<file path="src/rtl/ftu_pkg.sv">
package ftu_pkg;

  localparam int DATA_W = 32;
  localparam int IDX_W  = 4;

  typedef enum logic {
    OP_AND_TEST = 1'b0,
    OP_XOR_TEST = 1'b1
  } ftuOp_e;

  // Strobes from control to datapath
  typedef struct packed {
    logic loadNZ;   // load negative and zero flags
    logic loadC;    // load carry from the shifter
    logic accept;   // legal, passed issue
    logic refuse;   // passed issue naming a forbidden register
  } ftuCtl_t;

endpackage

</file>
<file path="src/rtl/ftu_ctrl.sv">
module ftu_ctrl
  import ftu_pkg::*;
#(
  parameter int IDX_BITS = IDX_W,
  parameter int SP_INDEX = 13,
  parameter int PC_INDEX = 15
) (
  input  logic                clk,
  input  logic                rst,
  input  logic                condPass,
  input  logic [IDX_BITS-1:0] rnIdx,
  input  logic                shCarryValid,
  output ftuCtl_t             ctl,
  output logic                flagWr,
  output logic                illegalErr
);

  localparam logic [IDX_BITS-1:0] SP_CODE = IDX_BITS'(SP_INDEX);
  localparam logic [IDX_BITS-1:0] PC_CODE = IDX_BITS'(PC_INDEX);

  logic forbiddenIdx;
  logic acceptNow;
  logic refuseNow;

  always_comb begin
    forbiddenIdx = (rnIdx == SP_CODE) || (rnIdx == PC_CODE);
    acceptNow    = condPass && !forbiddenIdx;
    refuseNow    = condPass && forbiddenIdx;
  end

  always_comb begin
    ctl.accept = acceptNow;
    ctl.refuse = refuseNow;
    ctl.loadNZ = acceptNow;
    ctl.loadC  = acceptNow && shCarryValid;
  end

  always_ff @(posedge clk) begin
    if (rst) begin
      flagWr     <= 1'b0;
      illegalErr <= 1'b0;
    end else begin
      flagWr     <= acceptNow;
      illegalErr <= refuseNow;
    end
  end

endmodule

</file>
<file path="src/rtl/ftu_datapath.sv">
module ftu_datapath
  import ftu_pkg::*;
#(
  parameter int WIDTH   = DATA_W,
  parameter int GROUP_W = 8
) (
  input  logic             clk,
  input  logic             rst,
  input  ftuCtl_t          ctl,
  input  logic             opSel,
  input  logic [WIDTH-1:0] opA,
  input  logic [WIDTH-1:0] opB,
  input  logic             shCarry,
  output logic             flagN,
  output logic             flagZ,
  output logic             flagC,
  output logic             flagV
);

  localparam int NGROUPS = (WIDTH + GROUP_W - 1) / GROUP_W;
  localparam int PADDED  = NGROUPS * GROUP_W;

  logic [WIDTH-1:0]   logicRes;
  logic [PADDED-1:0]  padRes;
  logic [NGROUPS-1:0] groupNonZero;
  logic               resZero;
  logic               resNeg;

  // Discarded logical result: feeds the flags only
  always_comb begin
    unique case (ftuOp_e'(opSel))
      OP_AND_TEST: logicRes = opA & opB;
      OP_XOR_TEST: logicRes = opA ^ opB;
      default:     logicRes = opA & opB;
    endcase
    padRes = PADDED'(logicRes);
  end

  // Two-level zero detect: per-group OR, then NOR across groups
  genvar g;
  generate
    for (g = 0; g < NGROUPS; g++) begin : gZeroGrp
      assign groupNonZero[g] = |padRes[g*GROUP_W +: GROUP_W];
    end
  endgenerate

  always_comb begin
    resZero = ~|groupNonZero;
    resNeg  = logicRes[WIDTH-1];
  end

  always_ff @(posedge clk) begin
    if (rst) begin
      flagN <= 1'b0;
      flagZ <= 1'b0;
      flagC <= 1'b0;
      flagV <= 1'b0;
    end else begin
      if (ctl.loadNZ) begin
        flagN <= resNeg;
        flagZ <= resZero;
      end
      if (ctl.loadC) begin
        flagC <= shCarry;
      end
      // flagV has no write path
    end
  end

endmodule

</file>
<file path="src/rtl/flag_test_unit.sv">
module flag_test_unit
  import ftu_pkg::*;
#(
  parameter int WIDTH    = DATA_W,
  parameter int IDX_BITS = IDX_W
) (
  input  logic                clk,
  input  logic                rst,
  input  logic                condPass,
  input  logic                opSel,
  input  logic [IDX_BITS-1:0] rnIdx,
  input  logic [WIDTH-1:0]    opA,
  input  logic [WIDTH-1:0]    opB,
  input  logic                shCarry,
  input  logic                shCarryValid,
  output logic                flagN,
  output logic                flagZ,
  output logic                flagC,
  output logic                flagV,
  output logic                flagWr,
  output logic                illegalErr
);

  ftuCtl_t ctl;

  ftu_ctrl #(.IDX_BITS(IDX_BITS)) u_ctrl (
    .clk          (clk),
    .rst          (rst),
    .condPass     (condPass),
    .rnIdx        (rnIdx),
    .shCarryValid (shCarryValid),
    .ctl          (ctl),
    .flagWr       (flagWr),
    .illegalErr   (illegalErr)
  );

  ftu_datapath #(.WIDTH(WIDTH)) u_dp (
    .clk     (clk),
    .rst     (rst),
    .ctl     (ctl),
    .opSel   (opSel),
    .opA     (opA),
    .opB     (opB),
    .shCarry (shCarry),
    .flagN   (flagN),
    .flagZ   (flagZ),
    .flagC   (flagC),
    .flagV   (flagV)
  );

endmodule

</file>
<file path="config.mk">
export PLATFORM = sky130hd
export DESIGN_NAME = flag_test_unit
export DESIGN_NICKNAME = d
export VERILOG_FILES = /design/src/rtl/ftu_pkg.sv /design/src/rtl/ftu_ctrl.sv /design/src/rtl/ftu_datapath.sv /design/src/rtl/flag_test_unit.sv
export SDC_FILE = /design/constraint.sdc
export NUM_CORES = 1
export LEC_CHECK = 0
export CAP_MARGIN = 20
export CORE_MARGIN = 2
export CORE_UTILIZATION = 33
export CTS_BUF_LIST = sky130_fd_sc_hd__clkbuf_2 sky130_fd_sc_hd__clkbuf_4 sky130_fd_sc_hd__clkbuf_8
export CTS_CLUSTER_DIAMETER = 100
export DETAILED_ROUTE_END_ITERATION = 10
export MAX_ROUTING_LAYER = met4
export PLACE_DENSITY = 0.88
export SETUP_SLACK_MARGIN = 0.5
export SYNTH_ARGS = -nofsm -noshare
export SYNTH_HDL_FRONTEND = slang
export SYNTH_HIERARCHICAL = 1
export SYNTH_SLANG_ARGS = --single-unit
export TNS_END_PERCENT = 20
</file>
<file path="constraint.sdc">
create_clock -name clk -period 6.3 [get_ports clk]
set_clock_uncertainty 0.15 [all_clocks]
set_input_delay 0.945 -clock clk [delete_from_list [all_inputs] [get_ports clk]]
set_output_delay 0.945 -clock clk [all_outputs]
set_load 0.02 [all_outputs]
</file>
# --- Word level (Yosys, flattened, before mapping) ---
# Cells that the tools add are included.
totals:
  ff_bits: 5
  latch_bits: 0
  ram_bits: 0
  mem_bits_ro: 0
  in_bits: 74
  output_inout_bits: 6
  wordCells: 18
  mem_count: 0
op_classes:
  add_sub_neg: 0
  mul: 0
  div: 0
  magnitude_cmp: 0
  eq_ne: 2
  shifts: 0
  muxes: 1
  bitwise_logic: 3
  reduce_logical: 7
op_table:
  columns: ["op", "n"]
  rows:
  - ["case mux 32 bit (2 select lines)", 1]
  - ["bitwise AND 32 bit", 1]
  - ["OR reduction 32 bit", 1]
  - ["bitwise XOR 32 bit", 1]
  - ["== test 4 bit, second input constant", 2]
  - ["logical AND 1 bit", 3]
  - ["logical NOT 1 bit", 2]
  - ["logical OR 1 bit", 1]
  - ["NOT 1 bit", 1]

# --- Logic depth before layout (Yosys ltp) ---
depth:
  word_depth: 5
  mapped_depth: 6
  depth_no_buf: 6

# --- Modules after synthesis ---
# The synthesis kept the hierarchy.
modules_own_cells:
  columns: ["module", "n_inst", "cells_per_inst", "area_per_inst_um2", "seq_area_each_um2"]
  rows:
  - ["ftu_datapath", 1, 72, 721.9, 60.1]
  - ["ftu_ctrl", 1, 13, 108.9, 40.0]

# --- Worst setup path after synthesis ---
# Ideal clock, no wire load.
synth_path:
  path_type: "input-to-reg"
  startpoint: "input port opA[6]"
  endpoint: "register u_dp.flagZ"
  setup_ps: 59
  t_arrival_ps: 2513
  t_required_ps: 6091
  setup_slack_ps: 3578
  stages: 6
  path_buffers: 0
  cell_sequence: "ha_1 or4_4 nor4_2 nand4b_1 a2111oi_2 a22o_1"
synth_via:
  elab_chain_cells: 4
  word_cells_on_any_way: 5
  classes_between: "mux (1); bitwise (2); reduce/logical (2)"
synth_lines:
  columns: ["item", "line", "text"]
  rows:
  - ["start: declaration", "flag_test_unit.sv:12", "input logic [WIDTH-1:0] opA,"]
  - ["bitwise XOR 32 bit / bitwise AND 32 bit (equally long branches)", null, null]
  - ["case mux 32 bit (2 select lines) *", "ftu_datapath.sv:31", "unique case (ftuOp_e'(opSel))"]
  - ["OR reduction 32 bit *", "ftu_datapath.sv:48", "resZero = ~|groupNonZero;"]
  - ["logical NOT 1 bit *", "ftu_datapath.sv:48", null]
  - ["end signal: assignment", "ftu_datapath.sv:61", "flagZ <= resZero;"]
  - ["end: declaration", "ftu_datapath.sv:15", "output logic flagZ,"]
# Every way passes the cells marked *; elsewhere a longest branch is shown, timed or not.
# A chain may end at the register's enable or synchronous reset.

# --- Worst setup path in the final report ---
# Same ends and word-level chain as after synthesis.

==> metrics.txt <==
share of cells above drive strength 1=0.0566; Inserted Diodes=0; hold bufs inserted after CTS=0; peak per-stage delay on the critical path=approximately 530 ps; worst path bufs/invs=1; first-pass GRT wire length=4040 µm; worst-path maximum fanout=1; horizontal die dimension=roughly 53 µm; Worst Setup End Kind=flop; vias per inst=roughly 5.1; via total after detailed routing=roughly 960; required time of the critical path=~6300 ps; vertical die dimension=between 50 and 60 µm; clock root cell=clkbuf_4; leakage power=slightly below 0.7 nW; Post-Syn Area per Cell=9.98 µm²; detailed-route wire length per cell=14.1 µm; GRT Resource Usage Total=0.206; growth of design area from synthesis to finish=101%; clock period minus worst slack=3010 ps; number of rows in the core area=17; Syn Inst Count=81; clock latency of the later-clocked register in the worst-skew pair=roughly 240 ps; global placement routability congestion=0.836; Post-CTS Resized=0; number of clock buffers inserted by TritonCTS=3; register-to-register path setup slack=~5500 ps; number of synthesis warnings=6; DIE AREA=approximately 2900 µm²; Max IR drop VDD=a little over 100 µV; Achievable Freq=approximately 0.33 GHz; post-synthesis instance area=808 µm²; number of pins with negative max-slew slack in the final report=0; pin count of the biggest net entering global routing=8; Post-Route Hold Slack=342 ps; RSZ-0062 raised after global routing=no; filler cell count in the final layout=182; DRC Markers=0; count of final setup violators=0; CTS H-Tree Depth=1; clock-pin slew of the registers on the worst-case setup and hold paths=40 ps; ports placed on the boundary=80; Seq. cell area=100 µm²; Starting DRT DRC Count=15; standard cell core area=2250 µm²; clk sinks=5; DPL Wire Length=2470 µm; combined area of the multi-input logic cells=a little under 700 µm²; # port buffers=between 70 and 80; Max Cap Viol=0; number of nets with antenna violations after routing=0; worst reg2reg startpoint=u_dp/flagN; Max clock buf depth=2; Worst Min Path Start=u_dp/flagN; final sum of negative setup slack=0 ps; antenna violations before repair=0; Crit path arrival time=3050 ps; effective utilization at floorplan=0.358; power density over the cells=just under 100 nW/µm²; kind of critical path=in -> reg; series of cell instances along the critical path=clkdlybuf4s50_1, ha_1, or4_4, nor4_2, nand4b_1, a2111oi_2, a22o_1; final wirelength=between 2000 and 3000 µm; hold crit path type=reg -> reg; # nets final=roughly 270; via count of the first global-routing pass=985; final hold violation count=0; Slowest cell on crit path=or4_4; clock tree from TritonCTS=yes; critical path launch point type=input pin; Top delay family on crit path=simple AND/OR/NAND/NOR gates; launching instance or port of the critical path=opA[6]; post-CTS repair timing setup buffer count=0; final clock period utilization by the worst path=0.478; gr ovfl total=0; 1st-pass router iterations=4; overall power after layout=0.000159 W; outcome=finished, final reports clean; Net Count, Synth=187
layout by cell type (no fill, tap or decap), drive strengths merged, types with 2 or more instances in the layout:
| master | instances |
|---|---|
| clkbuf | 4 |
| clkdlybuf4s50 | 77 |
| dfxtp | 5 |
| ha | 32 |
| mux2i | 2 |
| nand4 | 3 |
| nor2 | 8 |
| nor3 | 2 |
| nor4 | 10 |
| or4 | 2 |
sequential cells by signal, indices dropped and copies added (netlist names):
register	flops
u_ctrl/flagWr	1
u_ctrl/illegalErr	1
u_dp/flagC	1
u_dp/flagN	1
u_dp/flagZ	1
per-layer routing:
layer / GRT usage / vias to the layer above / wire (µm)
met5: - / - / 0
met2: 0.412 / 47 / 1430
met4: 0.0940 / 0 / 68
li1: - / 478 / -
met3: 0.0621 / 8 / 213
met1: 0.168 / 423 / 935
worst reg2reg max path, stage by stage (launching register included):
cell and delay, ps:
dfxtp_1 330, nor2_1 40, a211oi_1 200
through the flow:
stage	cell area, µm²	std cells	util	setup WS (ps)
after detailed placement	1600	183	0.708	3040
after global placement	1600	183	0.708	3060
after CTS	1630	187	0.721	3290
after global routing	1630	187	0.721	3210
final	1630	187	0.721	3290
after floorplan	808	81	-	3580
path summary, 6_finish.rpt:
kind | to | depth (start not counted)
worst max-delay path | u_dp/flagZ | 7
worst min-delay path | u_dp/flagN | 2
worst max register to register | u_dp/flagN | 2
worst min register to register | u_dp/flagN | 2
report_power, final:
group          switching (W)  internal, W  total (W)
sequential       0.000000503    0.0000331  0.0000336
combinational      0.0000271    0.0000570  0.0000841
clock              0.0000129    0.0000282  0.0000411
total              0.0000405     0.000118   0.000159
final cells by class:
cell class                      instances  area share
Timing Repair Buffer                   77       0.474
Multi-Input combinational cell         72       0.422
Sequential cell                         5      0.0616
Tap cell                               28      0.0216
Clock buffer                            4      0.0185
Inverter                                1     0.00231
Power figures use the tool's default switching activity.
